==> config.mk <==
export PLATFORM = sky130hd
export DESIGN_NAME = isp_entry_seq
export DESIGN_NICKNAME = d
export VERILOG_FILES = /design/src/rtl/isp_pkg.sv /design/src/rtl/isp_sck_gen.sv /design/src/rtl/isp_shifter.sv /design/src/rtl/isp_countdown.sv /design/src/rtl/isp_entry_seq.sv
export SDC_FILE = /design/constraint.sdc
export NUM_CORES = 1
export LEC_CHECK = 0
export BUFFER_PORTS_ARGS = -buffer_cell sky130_fd_sc_hd__buf_2
export CAP_MARGIN = 20
export CORE_MARGIN = 1.5
export CORE_UTILIZATION = 39
export CTS_BUF_LIST = sky130_fd_sc_hd__clkbuf_8 sky130_fd_sc_hd__clkbuf_16
export DETAILED_ROUTE_END_ITERATION = 16
export GPL_ROUTABILITY_DRIVEN = 0
export HOLD_SLACK_MARGIN = 0.03
export PLACE_DENSITY_LB_ADDON = 0.05
export SLEW_MARGIN = 20
export SYNTH_ARGS = -nofsm -noshare
export SYNTH_HDL_FRONTEND = slang
export SYNTH_HIERARCHICAL = 1
export SYNTH_SLANG_ARGS = --single-unit
==> constraint.sdc <==
create_clock -name clk -period 2.35 [get_ports clk]
set_clock_uncertainty 0.15 [all_clocks]
set_input_delay 0.47 -clock clk [delete_from_list [all_inputs] [get_ports clk]]
set_output_delay 0.47 -clock clk [all_outputs]
set_load 0.01 [all_outputs]
==> src/rtl/isp_pkg.sv <==
// Package isp_pkg
// Shared constants and the sequencer state type for the serial programming
// entry sequencer. Assumes frames are whole bytes.
package isp_pkg;
    localparam int FRAME_W = 32;
    localparam int BYTE_W  = 8;

    typedef enum logic [2:0] {
        ST_POWER  = 3'd0,
        ST_ENABLE = 3'd1,
        ST_PULSE  = 3'd2,
        ST_READY  = 3'd3,
        ST_CMD    = 3'd4,
        ST_FAIL   = 3'd5
    } seq_state_t;
endpackage

==> src/rtl/isp_sck_gen.sv <==
// Module isp_sck_gen
// Half-period tick generator for the serial clock. While en is high it emits
// a one-cycle tick every HALF host cycles. The count restarts whenever en is
// low. Assumes HALF >= 1.
module isp_sck_gen #(
    parameter int HALF = 4
) (
    input  logic clk,
    input  logic rst_n,
    input  logic en,
    output logic tick
);
    localparam int CNT_W = (HALF > 1) ? $clog2(HALF) : 1;

    logic [CNT_W-1:0] cnt;

    assign tick = en && (cnt == CNT_W'(HALF - 1));

    // Count host cycles inside the current serial clock half period.
    always_ff @(posedge clk) begin
        if (!rst_n) begin
            cnt <= '0;
        end else if (!en || tick) begin
            cnt <= '0;
        end else begin
            cnt <= cnt + 1'b1;
        end
    end
endmodule

==> src/rtl/isp_shifter.sv <==
// Module isp_shifter
// SPI mode 0 frame shifter, most significant bit first. A start pulse while
// idle loads the frame. MOSI shows the current bit through the low phase.
// MISO is sampled when SCK rises, and the next bit is presented when SCK
// falls. done pulses for one cycle after the last falling edge, with rx_frame
// valid in that same cycle. Assumes start is only issued while not busy.
module isp_shifter #(
    parameter int FRAME_W = 32
) (
    input  logic               clk,
    input  logic               rst_n,
    input  logic               start,
    input  logic [FRAME_W-1:0] tx_frame,
    input  logic               tick,
    input  logic               miso_i,
    output logic               busy,
    output logic               sck_o,
    output logic               mosi_o,
    output logic               done,
    output logic [FRAME_W-1:0] rx_frame
);
    localparam int BIT_W = $clog2(FRAME_W);

    logic [FRAME_W-1:0] tx_q;
    logic [BIT_W-1:0]   bit_q;

    assign mosi_o = busy & tx_q[FRAME_W-1];

    // Walk the frame through low and high phases, one bit per clock period.
    always_ff @(posedge clk) begin
        if (!rst_n) begin
            busy     <= 1'b0;
            sck_o    <= 1'b0;
            done     <= 1'b0;
            tx_q     <= '0;
            rx_frame <= '0;
            bit_q    <= '0;
        end else begin
            done <= 1'b0;
            if (!busy) begin
                if (start) begin
                    busy  <= 1'b1;
                    tx_q  <= tx_frame;
                    bit_q <= '0;
                end
            end else if (tick) begin
                if (!sck_o) begin
                    sck_o    <= 1'b1;
                    rx_frame <= {rx_frame[FRAME_W-2:0], miso_i};
                end else begin
                    sck_o <= 1'b0;
                    if (bit_q == BIT_W'(FRAME_W - 1)) begin
                        busy <= 1'b0;
                        done <= 1'b1;
                    end else begin
                        bit_q <= bit_q + 1'b1;
                        tx_q  <= {tx_q[FRAME_W-2:0], 1'b0};
                    end
                end
            end
        end
    end
endmodule

==> src/rtl/isp_countdown.sv <==
// Module isp_countdown
// Loadable down counter for the settle window and the reset pulse. It starts
// at INIT out of reset and stops at zero. zero is high while the count is 0.
// A load takes priority over counting.
module isp_countdown #(
    parameter int W    = 8,
    parameter int INIT = 0
) (
    input  logic         clk,
    input  logic         rst_n,
    input  logic         load,
    input  logic [W-1:0] load_val,
    output logic         zero
);
    logic [W-1:0] cnt;

    assign zero = (cnt == '0);

    // Reload on request, otherwise step down until zero.
    always_ff @(posedge clk) begin
        if (!rst_n) begin
            cnt <= W'(INIT);
        end else if (load) begin
            cnt <= load_val;
        end else if (!zero) begin
            cnt <= cnt - 1'b1;
        end
    end
endmodule

==> src/rtl/isp_entry_seq.sv <==
// Module isp_entry_seq
// Programmer-side entry sequencer. After rst_n it holds target reset and SCK
// low for SETTLE_CYC cycles, then sends the enable frame. It checks the third
// returned byte against the sync value. On a mismatch it pulses target reset
// for RST_PULSE_CYC cycles and retries, up to MAX_TRIES attempts in total.
// Once synchronized it passes 32-bit command frames from the request port to
// the target and returns the received words. Assumes SCK_HALF host cycles
// span more than two target clock periods, and SETTLE_CYC, RST_PULSE_CYC >= 1.
module isp_entry_seq
    import isp_pkg::*;
#(
    parameter int          SETTLE_CYC    = 2_000_000,
    parameter int          RST_PULSE_CYC = 16,
    parameter int          SCK_HALF      = 8,
    parameter int          MAX_TRIES     = 32,
    parameter logic [31:0] EN_FRAME      = 32'hAC53_0000,
    parameter logic [7:0]  SYNC_BYTE     = 8'h53
) (
    input  logic        clk,
    input  logic        rst_n,
    output logic        tgt_rst_o,
    output logic        sck_o,
    output logic        mosi_o,
    input  logic        miso_i,
    output logic        ready_o,
    output logic        fail_o,
    input  logic        req_valid_i,
    output logic        req_ready_o,
    input  logic [31:0] req_frame_i,
    output logic        rsp_valid_o,
    output logic [31:0] rsp_frame_o
);
    localparam int TMR_MAX  = (SETTLE_CYC > RST_PULSE_CYC) ? SETTLE_CYC : RST_PULSE_CYC;
    localparam int TMR_W    = $clog2(TMR_MAX + 1);
    localparam int TRY_W    = $clog2(MAX_TRIES + 1);
    localparam int ECHO_LSB = FRAME_W - 3 * BYTE_W;

    seq_state_t         state_q, state_d;
    logic [TRY_W-1:0]   fails_q;
    logic               fail_inc;
    logic               tmr_load, tmr_zero;
    logic               spi_start, spi_busy, spi_done, tick;
    logic [FRAME_W-1:0] spi_rx;
    logic [FRAME_W-1:0] start_frame;
    logic               echo_ok;

    assign start_frame = (state_q == ST_READY) ? req_frame_i : EN_FRAME;
    assign echo_ok     = (spi_rx[ECHO_LSB +: BYTE_W] == SYNC_BYTE);

    isp_countdown #(
        .W    (TMR_W),
        .INIT (SETTLE_CYC - 1)
    ) u_tmr (
        .clk      (clk),
        .rst_n    (rst_n),
        .load     (tmr_load),
        .load_val (TMR_W'(RST_PULSE_CYC - 1)),
        .zero     (tmr_zero)
    );

    isp_sck_gen #(
        .HALF (SCK_HALF)
    ) u_sck (
        .clk   (clk),
        .rst_n (rst_n),
        .en    (spi_busy),
        .tick  (tick)
    );

    isp_shifter #(
        .FRAME_W (FRAME_W)
    ) u_shift (
        .clk      (clk),
        .rst_n    (rst_n),
        .start    (spi_start),
        .tx_frame (start_frame),
        .tick     (tick),
        .miso_i   (miso_i),
        .busy     (spi_busy),
        .sck_o    (sck_o),
        .mosi_o   (mosi_o),
        .done     (spi_done),
        .rx_frame (spi_rx)
    );

    // Next-state and control decode of the entry sequence.
    always_comb begin
        state_d   = state_q;
        spi_start = 1'b0;
        tmr_load  = 1'b0;
        fail_inc  = 1'b0;
        case (state_q)
            ST_POWER, ST_PULSE: begin
                if (tmr_zero) begin
                    spi_start = 1'b1;
                    state_d   = ST_ENABLE;
                end
            end
            ST_ENABLE: begin
                if (spi_done) begin
                    if (echo_ok) begin
                        state_d = ST_READY;
                    end else if (fails_q == TRY_W'(MAX_TRIES - 1)) begin
                        state_d = ST_FAIL;
                    end else begin
                        fail_inc = 1'b1;
                        tmr_load = 1'b1;
                        state_d  = ST_PULSE;
                    end
                end
            end
            ST_READY: begin
                if (req_valid_i) begin
                    spi_start = 1'b1;
                    state_d   = ST_CMD;
                end
            end
            ST_CMD: begin
                if (spi_done) begin
                    state_d = ST_READY;
                end
            end
            default: state_d = ST_FAIL;
        endcase
    end

    // State, failed-attempt count and response register.
    always_ff @(posedge clk) begin
        if (!rst_n) begin
            state_q     <= ST_POWER;
            fails_q     <= '0;
            rsp_valid_o <= 1'b0;
            rsp_frame_o <= '0;
        end else begin
            state_q     <= state_d;
            rsp_valid_o <= (state_q == ST_CMD) && spi_done;
            if (fail_inc) begin
                fails_q <= fails_q + 1'b1;
            end
            if ((state_q == ST_CMD) && spi_done) begin
                rsp_frame_o <= spi_rx;
            end
        end
    end

    assign tgt_rst_o   = (state_q == ST_PULSE);
    assign ready_o     = (state_q == ST_READY) || (state_q == ST_CMD);
    assign fail_o      = (state_q == ST_FAIL);
    assign req_ready_o = (state_q == ST_READY);
endmodule

==> tab_implementation.tex, run 1 <==
\begin{tabular}{lr}
\hline
Metric & Value \\
\hline
\multicolumn{2}{l}{\textbf{Synth}} \\
Simple-gate portion of the synthesized area & a little under a quarter \\
Share of flip-flops with an asynchronous set or reset & 0\% \\
Cell area after synthesis & roughly 0.0064 mm2 \\
Sequential-to-total area share from yosys stat & a little over two fifths \\
Multiplexer share of the synthesized area & under 10\% \\
Synth warnings & 6 \\
Synthesized-area fraction occupied by adder cells & 1.36\% \\
Xor/xnor share of the synthesized area & 1.91\% \\
Compound-cell area share of the yosys netlist & about a fifth \\
Number of synthesized flops with an enable pin & 0 \\
Post-Synthesis Cells & $\sim$740 \\
Mean instance size in the synthesized netlist & slightly below 9 um2 \\
Count of state elements after synthesis & between 100 and 150 \\
Post-synthesis cell type count & 69 \\
Primary flip-flop cell chosen by synthesis mapping & sky130\_fd\_sc\_hd\_\_dfxtp\_1 \\
Main combinational cell family by area after synthesis & simple AND/OR/NAND/NOR gates \\
\multicolumn{2}{l}{\textbf{GRT}} \\
Busiest layer in global routing & met2 \\
Total global-route track usage & 17.4\% \\
Largest net degree at the start of global routing & 35 \\
Global routing met2 resource utilization & around 29\% \\
First-pass GRT wire length & $\sim$25,000 um \\
GRT met3 Usage & 4.28\% \\
Antenna violations before repair & 0 \\
Total grt overflow & 0 \\
Met1 GRT Util & between 20\% and 30\% \\
Number of global-route vias before repair & roughly 5,100 \\
\multicolumn{2}{l}{\textbf{Cells and area}} \\
Number of nets in the layout & 874 \\
Layout cell share with drive strength beyond 1 & just over 20\% \\
Area growth from synthesis to layout & 22.7\% \\
Antenna fix cells & 0 \\
Final core utilization & between 40 and 50\% \\
\multicolumn{2}{l}{\textbf{Setup path}} \\
Required time worst endpoint & between 1.5 and 2 ns \\
Crit path DAT & roughly 1.6 ns \\
Crit Path Max Fanout & 11 \\
Critical R2R Launch & u\_tmr/cnt[16]\$\_SDFFE\_PN0P\_ \\
Flop-to-flop setup slack & 0.16 ns \\
FF-to-FF path depth & 9 \\
Critical path endpoint category & output port \\
Critical path startpoint category & register \\
Worst R2R End & u\_shift/tx\_q[31]\$\_SDFFE\_PN0P\_ \\
Path type of the worst setup path & reg2out \\
\multicolumn{2}{l}{\textbf{Place}} \\
HPWL reported at the end of detailed placement & 9820 um \\
Post-place setup slack & -0.0450 ns \\
Number of port buffers & 74 \\
\multicolumn{2}{l}{\textbf{Min path}} \\
Worst hold start & miso\_i \\
Number of cells traversed by the worst hold path & 3 \\
Hold crit path type & in2reg \\
Destination of the worst hold path & u\_shift/rx\_frame[0]\$\_SDFFE\_PN0P\_ \\
\multicolumn{2}{l}{\textbf{Clock tree}} \\
CTS root buffer & sky130\_fd\_sc\_hd\_\_clkbuf\_16 \\
Clock Sink Count & $\sim$140 \\
Cts bufs inserted & 17 \\
Max Root-Sink Buffers & 2 \\
Register clock-pin slew on the reported worst setup and hold paths & approximately 0.06 ns \\
H-Tree Level Count & 4 \\
TritonCTS clock tree & done \\
Number of buffers inserted by hold repair at cts & 0 \\
Insertion delay to the later sink of the worst-skew pair & between 0.4 and 0.5 ns \\
\multicolumn{2}{l}{\textbf{Run}} \\
Max\_cap viols & 0 \\
\multicolumn{2}{l}{\textbf{Floorplan}} \\
Placement Rows & 46 \\
Die Footprint & about 0.017 mm2 \\
Floorplan die width & 131 um \\
Number of primary I/O pins & 75 \\
Core box area & roughly 0.016 mm2 \\
Effective utilization at floorplan & between 40\% and 50\% \\
Die Y-Extent & about 130 um \\
\multicolumn{2}{l}{\textbf{Drt}} \\
Detailed Routing Iterations Pass 1 & 4 \\
Detailed-route wire length & approximately 15,000 um \\
DR vias & between 5,000 and 6,000 \\
Number of nets still failing antenna checks after routing & 0 \\
Ratio of routed vias to standard cells & approximately 5 \\
Initial DRC Count & roughly 220 \\
Average wire length per cell after detail routing & 14.1 um \\
DRC violations left & 0 \\
\multicolumn{2}{l}{\textbf{Pwr}} \\
Share of total power consumed by net switching & about a fifth \\
Ratio of total power to cell area & between 600 and 700 mW/mm2 \\
Standby leakage power & 3.16 nW \\
Worst vdd rail ir drop & $\sim$510 uV \\
Internal power contribution & roughly 4.4 mW \\
Sequential Power Share & 42.8\% \\
Power spent charging and discharging nets & 1.10 mW \\
Portion of total power attributed to the clock network & about 55\% \\
Gate power share & 2.1\% \\
\multicolumn{2}{l}{\textbf{STA}} \\
Final-report setup violation count & 0 \\
Maximum clock frequency & between 400 and 500 MHz \\
Period Utilization, post-route & roughly 95\% \\
Setup repair after global routing missed its margin & false \\
Number of hold violations in the final report & 0 \\
Slack of the critical path & between 0.1 and 0.15 ns \\
Min Tclk post-route & 2.24 ns \\
Number of pins with negative max-slew slack in the final report & 0 \\
\multicolumn{2}{l}{\textbf{Outcome}} \\
Result of the run & finished, final reports clean \\
\hline
\end{tabular}
[power by group through the flow]
stage                     Clock, mW  Combinational [mW]  Sequential, mW
final                          3.02               0.115            2.35
after global routing           3.18               0.129            2.35
after CTS                      3.10               0.116            2.35
after detailed placement          0               0.116            2.40
after global placement            0               0.113            2.40
after floorplan                   0              0.0645            2.40
[repair_timing]
action	in CTS	in global routing
gates cloned	0	2
setup buffers	0	2
resized for setup	2	14
pin swaps	0	5
endpoints found under the setup margin	26	36
endpoints found under the hold margin	0	0
[metal layers]
layer  vias to the layer above  wire length [um]
met3                        17               557
met5                         -                 0
li1                       2770                 -
met2                        89              6990
met1                      2489              7170
met4                         0               204
[cells in the final DEF (no fill, tap or decap), types with 7 or more instances in the layout]
cell type	count
sky130_fd_sc_hd__a21boi_0	30
sky130_fd_sc_hd__a21boi_1	7
sky130_fd_sc_hd__a21oi_1	69
sky130_fd_sc_hd__and3_1	27
sky130_fd_sc_hd__buf_2	74
sky130_fd_sc_hd__buf_4	32
sky130_fd_sc_hd__clkbuf_16	18
sky130_fd_sc_hd__conb_1	21
sky130_fd_sc_hd__dfxtp_1	135
sky130_fd_sc_hd__ha_1	7
sky130_fd_sc_hd__inv_1	7
sky130_fd_sc_hd__mux2i_1	36
sky130_fd_sc_hd__nand2_1	165
sky130_fd_sc_hd__nand2b_1	16
sky130_fd_sc_hd__nand3_1	13
sky130_fd_sc_hd__nand4_1	8
sky130_fd_sc_hd__nor2_1	10
sky130_fd_sc_hd__o21ai_0	17
sky130_fd_sc_hd__o31ai_1	30
sky130_fd_sc_hd__xor2_1	9
[critical path: stages, from the launching register on]
cell and delay (ns):
sky130_fd_sc_hd__dfxtp_2 0.45, sky130_fd_sc_hd__nor2b_2 0.23, sky130_fd_sc_hd__and2_1 0.17, sky130_fd_sc_hd__o21bai_1 0.17
sky130_fd_sc_hd__buf_2 0.19
[registers in the layout (all words and copies together) (netlist names)]
name and count:
u_shift/done 1, rsp_frame_o 32, u_shift/busy 1, u_shift/sck_o 1
u_shift/rx_frame 32, state_q 3, u_tmr/cnt 21, u_sck/cnt 3
u_shift/bit_q 5, fails_q 6, rsp_valid_o 1, u_shift/tx_q 32
[per-stage QoR]
step	std cells	hold WS, ns	cell area [um2]	power [mW]	TNS, ns
finish	1060	0.154	7890	5.49	0
detailed placement	1024	0.293	7110	2.52	-0.325
global placement	1024	0.293	7110	2.51	0
floorplan	757	0.282	6500	2.47	0
CTS	1056	0.132	7780	5.56	0
global route	1060	0.147	7890	5.66	0
[worst max-delay path by stage]
| stage | end | from |
|---|---|---|
| 6_report | ready_o | state_q[0]$_SDFFE_PN0P_ |
| 5_1_grt | u_shift/tx_q[31]$_SDFFE_PN0P_ | u_tmr/cnt[16]$_SDFFE_PN0P_ |
| 4_1_cts | u_shift/tx_q[5]$_SDFFE_PN0P_ | u_tmr/cnt[12]$_SDFFE_PN0P_ |
| 3_5_place_dp | u_shift/tx_q[5]$_SDFFE_PN0P_ | u_tmr/cnt[12]$_SDFFE_PN0P_ |
| 3_3_place_gp | u_shift/tx_q[9]$_SDFFE_PN0P_ | u_tmr/cnt[12]$_SDFFE_PN0P_ |
| 2_1_floorplan | u_shift/tx_q[10]$_SDFFE_PN0P_ | u_tmr/cnt[16]$_SDFFE_PN0P_ |
[layout make-up]
cell class                      count  area, um2
Fill cell                        1573       8110
Clock inverter                     11        190
Sequential cell                   138       2770
Timing Repair Buffer              111        693
Inverter                            7       26.3
Tap cell                          216        270
Clock buffer                       21        480
Multi-Input combinational cell    556       3460
[cell families after synthesis]
family / count (synthesis)
AOI/OAI and AO/OA: 185
xor gates and xnor gates: 14
adders and majority gates: 7
buffers and inverters: 63
DFF: 138
muxes: 36
other: 2
and+or+nand+nor: 293
[cells in the mapped netlist (3+ instances only)]
master	instances	area [um2]
sky130_fd_sc_hd__a21boi_0	30	225
sky130_fd_sc_hd__a21boi_1	7	52.6
sky130_fd_sc_hd__a21oi_1	70	350
sky130_fd_sc_hd__and2_1	3	18.8
sky130_fd_sc_hd__and3_1	27	169
sky130_fd_sc_hd__and3b_1	3	26.3
sky130_fd_sc_hd__and4bb_2	3	37.5
sky130_fd_sc_hd__buf_2	18	90.1
sky130_fd_sc_hd__buf_4	3	22.5
sky130_fd_sc_hd__buf_6	7	78.8
sky130_fd_sc_hd__clkbuf_1	25	93.8
sky130_fd_sc_hd__dfxtp_1	138	2760
sky130_fd_sc_hd__ha_1	7	87.6
sky130_fd_sc_hd__inv_1	6	22.5
sky130_fd_sc_hd__mux2i_1	36	360
sky130_fd_sc_hd__nand2_1	167	627
sky130_fd_sc_hd__nand2b_1	16	100
sky130_fd_sc_hd__nand3_1	13	65.1
sky130_fd_sc_hd__nand4_1	8	50.1
sky130_fd_sc_hd__nand4b_1	3	26.3
sky130_fd_sc_hd__nor2_1	11	41.3
sky130_fd_sc_hd__nor2b_1	4	25.0
sky130_fd_sc_hd__nor3_1	6	30.0
sky130_fd_sc_hd__nor4_1	6	37.5
sky130_fd_sc_hd__o21ai_0	17	85.1
sky130_fd_sc_hd__o311ai_0	4	35.0
sky130_fd_sc_hd__o31a_1	3	26.3
sky130_fd_sc_hd__o31ai_1	30	225
sky130_fd_sc_hd__or3_1	4	25.0
sky130_fd_sc_hd__xnor2_1	5	43.8
sky130_fd_sc_hd__xor2_1	9	78.8
No activity file was read; power rests on OpenSTA's default activity.
==> run 2: changes to the inputs <==
--- a/config.mk
+++ b/config.mk
@@ -8,7 +8,7 @@
 export BUFFER_PORTS_ARGS = -buffer_cell sky130_fd_sc_hd__buf_2
 export CAP_MARGIN = 20
 export CORE_MARGIN = 1.5
-export CORE_UTILIZATION = 39
+export CORE_UTILIZATION = 53
 export CTS_BUF_LIST = sky130_fd_sc_hd__clkbuf_8 sky130_fd_sc_hd__clkbuf_16
 export DETAILED_ROUTE_END_ITERATION = 16
 export GPL_ROUTABILITY_DRIVEN = 0
==> run 2 against run 1 <==
  * Maximum frequency fell by 0.66%
  * Die area is 26% lower
  * Power down 3.5%
  * Worst setup slack got worse by 0.015 ns
  * Critical path type is now reg2reg
==> tab_implementation.tex, run 2 (synthesis results as in run 1) <==
\begin{tabular}{lr}
\hline
Metric & Value \\
\hline
\multicolumn{2}{l}{\textbf{STA}} \\
Total negative setup slack & 0 ns (unchanged) \\
Maximum clock frequency & 443 MHz (was 446 MHz) \\
Period Utilization, post-route & 96.1\% (was 95.5\%) \\
Number of pins with negative max-slew slack in the final report & 0 (unchanged) \\
Slack of the critical path & 0.0916 ns (was 0.106 ns) \\
Final-report setup violation count & 0 (unchanged) \\
Setup repair after global routing missed its margin & true (was false) \\
Number of hold violations in the final report & 0 (unchanged) \\
Min Tclk post-route & 2.26 ns (was 2.24 ns) \\
\multicolumn{2}{l}{\textbf{Setup path}} \\
Highest cell delay on the worst timing path & 0.47 ns (was 0.45 ns) \\
Slowest library cell on the worst path & sky130\_fd\_sc\_hd\_\_or4b\_1 (was sky130\_fd\_sc\_hd\_\_dfxtp\_2) \\
Ordered cell list for the critical path & nor4\_4 -> nand4b\_4 -> nor2\_2 -> buf\_4 -> nor3\_1 -> a211o\_1 -> or4b\_1 -> a21oi\_1 (was nor2b\_2 -> and2\_1 -> o21bai\_1 -> buf\_2) \\
Critical path endpoint category & register (was output port) \\
Crit Path Max Fanout & 3 (was 11) \\
Required time worst endpoint & 2.55 ns (was 1.73 ns) \\
Critical path startpoint category & register (unchanged) \\
Crit path DAT & 2.46 ns (was 1.62 ns) \\
Path type of the worst setup path & reg2reg (was reg2out) \\
\multicolumn{2}{l}{\textbf{Drt}} \\
Routed metal-1 wire length & 6870 um (was 7170 um) \\
Number of nets still failing antenna checks after routing & 0 (unchanged) \\
Ratio of routed vias to standard cells & 5.43 (was 5.06) \\
Average wire length per cell after detail routing & 14.4 um (was 14.1 um) \\
DR vias & 5,373 (was 5,365) \\
DR WL met3 & 462 um (was 557 um) \\
Detailed Routing Iterations Pass 1 & 5 (was 4) \\
Initial DRC Count & 300 (was 221) \\
Highest Signal Layer & met4 (unchanged) \\
DRC violations left & 0 (unchanged) \\
Detailed-route wire length & 14,200 um (was 14,900 um) \\
Total met2 wirelength after detailed routing & 6720 um (was 6990 um) \\
\multicolumn{2}{l}{\textbf{Min path}} \\
Hold crit path type & in2reg (unchanged) \\
\multicolumn{2}{l}{\textbf{Cells and area}} \\
Most frequent cells in the layout & sky130\_fd\_sc\_hd\_\_nand2\_1, sky130\_fd\_sc\_hd\_\_dfxtp\_1, sky130\_fd\_sc\_hd\_\_buf\_2, sky130\_fd\_sc\_hd\_\_a21oi\_1, sky130\_fd\_sc\_hd\_\_mux2i\_1 (unchanged) \\
Antenna fix cells & 0 (unchanged) \\
Commonest non-fill, non-tap cell in the layout & sky130\_fd\_sc\_hd\_\_nand2\_1 (unchanged) \\
Layout cell share with drive strength beyond 1 & 20.3\% (was 20.5\%) \\
Count of filler cells inserted in the layout & 1,031 (was 1,573) \\
Sequential Area & 0.00277 mm2 (about the same) \\
Area growth from synthesis to layout & 21.2\% (was 22.7\%) \\
Final core utilization & 65.4\% (was 49.3\%) \\
Registers with the most flip-flops & rsp\_frame\_o: 32 flops, u\_shift/rx\_frame: 32 flops, u\_shift/tx\_q: 32 flops (unchanged) \\
Multi-input combinational cell area & 0.00345 mm2 (was 0.00346 mm2) \\
Cell Count, Final, Fillers Out & 989 (was 1,060) \\
Number of nets in the layout & 873 (was 874) \\
\multicolumn{2}{l}{\textbf{Pwr}} \\
Ratio of total power to cell area & 680 mW/mm2 (was 696 mW/mm2) \\
Worst vdd rail ir drop & 508 uV (was 513 uV) \\
Standby leakage power & 3.15 nW (was 3.16 nW) \\
\multicolumn{2}{l}{\textbf{Place}} \\
Post-place setup slack & -0.0318 ns (was -0.0450 ns) \\
Number of port buffers & 74 (unchanged) \\
DP Cell Count & 954 (was 1,024) \\
HPWL reported at the end of detailed placement & 9120 um (was 9820 um) \\
\multicolumn{2}{l}{\textbf{Clock tree}} \\
Register clock-pin slew on the reported worst setup and hold paths & 0.06 ns (about the same) \\
Max Root-Sink Buffers & 2 (unchanged) \\
Cts bufs inserted & 17 (unchanged) \\
CTS root buffer & sky130\_fd\_sc\_hd\_\_clkbuf\_16 (unchanged) \\
Clock Sink Count & 138 (unchanged) \\
TritonCTS clock tree & done (unchanged) \\
Number of buffers inserted by hold repair at cts & 0 (unchanged) \\
H-Tree Level Count & 4 (unchanged) \\
Insertion delay to the later sink of the worst-skew pair & 0.42 ns (about the same) \\
\multicolumn{2}{l}{\textbf{Floorplan}} \\
Placement Rows & 40 (was 46) \\
Floorplan die width & 113 um (was 131 um) \\
Core box area & 0.0119 mm2 (was 0.0160 mm2) \\
Die Footprint & 0.0128 mm2 (was 0.0173 mm2) \\
Die Y-Extent & 113 um (was 131 um) \\
Number of primary I/O pins & 75 (unchanged) \\
Effective utilization at floorplan & 53.9\% (was 40.2\%) \\
\multicolumn{2}{l}{\textbf{GRT}} \\
Total global-route track usage & 22.9\% (was 17.4\%) \\
Antenna violations before repair & 0 (unchanged) \\
Total grt overflow & 0 (unchanged) \\
Largest net degree at the start of global routing & 43 (was 35) \\
Number of global-route vias before repair & 4,986 (was 5,118) \\
First-pass GRT wire length & 23,700 um (was 24,800 um) \\
\multicolumn{2}{l}{\textbf{Outcome}} \\
Result of the run & finished, final reports clean (unchanged) \\
\multicolumn{2}{l}{\textbf{Run}} \\
Max\_cap viols & 0 (unchanged) \\
\hline
\end{tabular}
==> run 2: changes by cell type in the layout (fill, tap and decap cells not counted), moves of 2 or more <==
cell / delta
sky130_fd_sc_hd__buf_4: -5
sky130_fd_sc_hd__buf_12: +2
sky130_fd_sc_hd__buf_6: +2
sky130_fd_sc_hd__clkbuf_8: -2
==> run 2: worst max-delay path, delay by kind of cell (launching register included) <==
family          cells  cell delay, ns
simple gates        5            1.16
compound gates      2            0.40
flops               1            0.36
buf+inv             1            0.13
==> run 2: layer usage <==
metal | global-route usage [%] | vias to the layer above
met3 | 5.52 | 12
met1 | 29.7 | 2499
met4 | 8.33 | 0
met5 | 0 | -
met2 | 37.2 | 84
li1 | - | 2778
==> run 2: final timing paths <==
check | from | end | slack (ns) | depth (start not counted)
max | u_tmr/cnt[14]$_SDFFE_PN0P_ | state_q[1]$_SDFFE_PN0P_ | 0.09 | 8
min | miso_i | u_shift/rx_frame[0]$_SDFFE_PN0P_ | 0.18 | 3
max reg2reg | u_tmr/cnt[14]$_SDFFE_PN0P_ | state_q[1]$_SDFFE_PN0P_ | 0.09 | 8
min reg2reg | rsp_frame_o[4]$_SDFFE_PN0P_ | rsp_frame_o[4]$_SDFFE_PN0P_ | 0.30 | 2
==> run 2: what timing repair did <==
item	CTS	global route
buffers inserted	0	1
pin swaps	0	5
endpoints found under the setup margin	3	35
endpoints found under the hold margin	0	0
resized for setup	3	11
gates cloned	0	3
==> run 2: power breakdown <==
group          internal (mW)  total (mW)  switching [mW]  leakage (nW)
Clock                   1.82        2.83            1.01         0.304
Sequential              2.34        2.35         0.00570          1.11
Combinational         0.0529       0.117          0.0637          1.73
==> run 2: area by class of cell <==
cell class                 instances  area share, %
sequential                       138           35.5
inverter                           7          0.337
clock buffer                      19           5.82
tap                              147           2.36
clock inverter                    12           2.22
multi-input combinational        556           44.4
timing repair buffer             110           9.35
==> run 2: through the flow <==
stage / total power, mW / instance area, um2 / hold WS (ns)
after global routing: 5.46 / 7790 / 0.190
final: 5.30 / 7790 / 0.177
after detailed placement: 2.52 / 7040 / 0.294
after CTS: 5.34 / 7670 / 0.169
after floorplan: 2.47 / 6500 / 0.282
after global placement: 2.51 / 7040 / 0.291
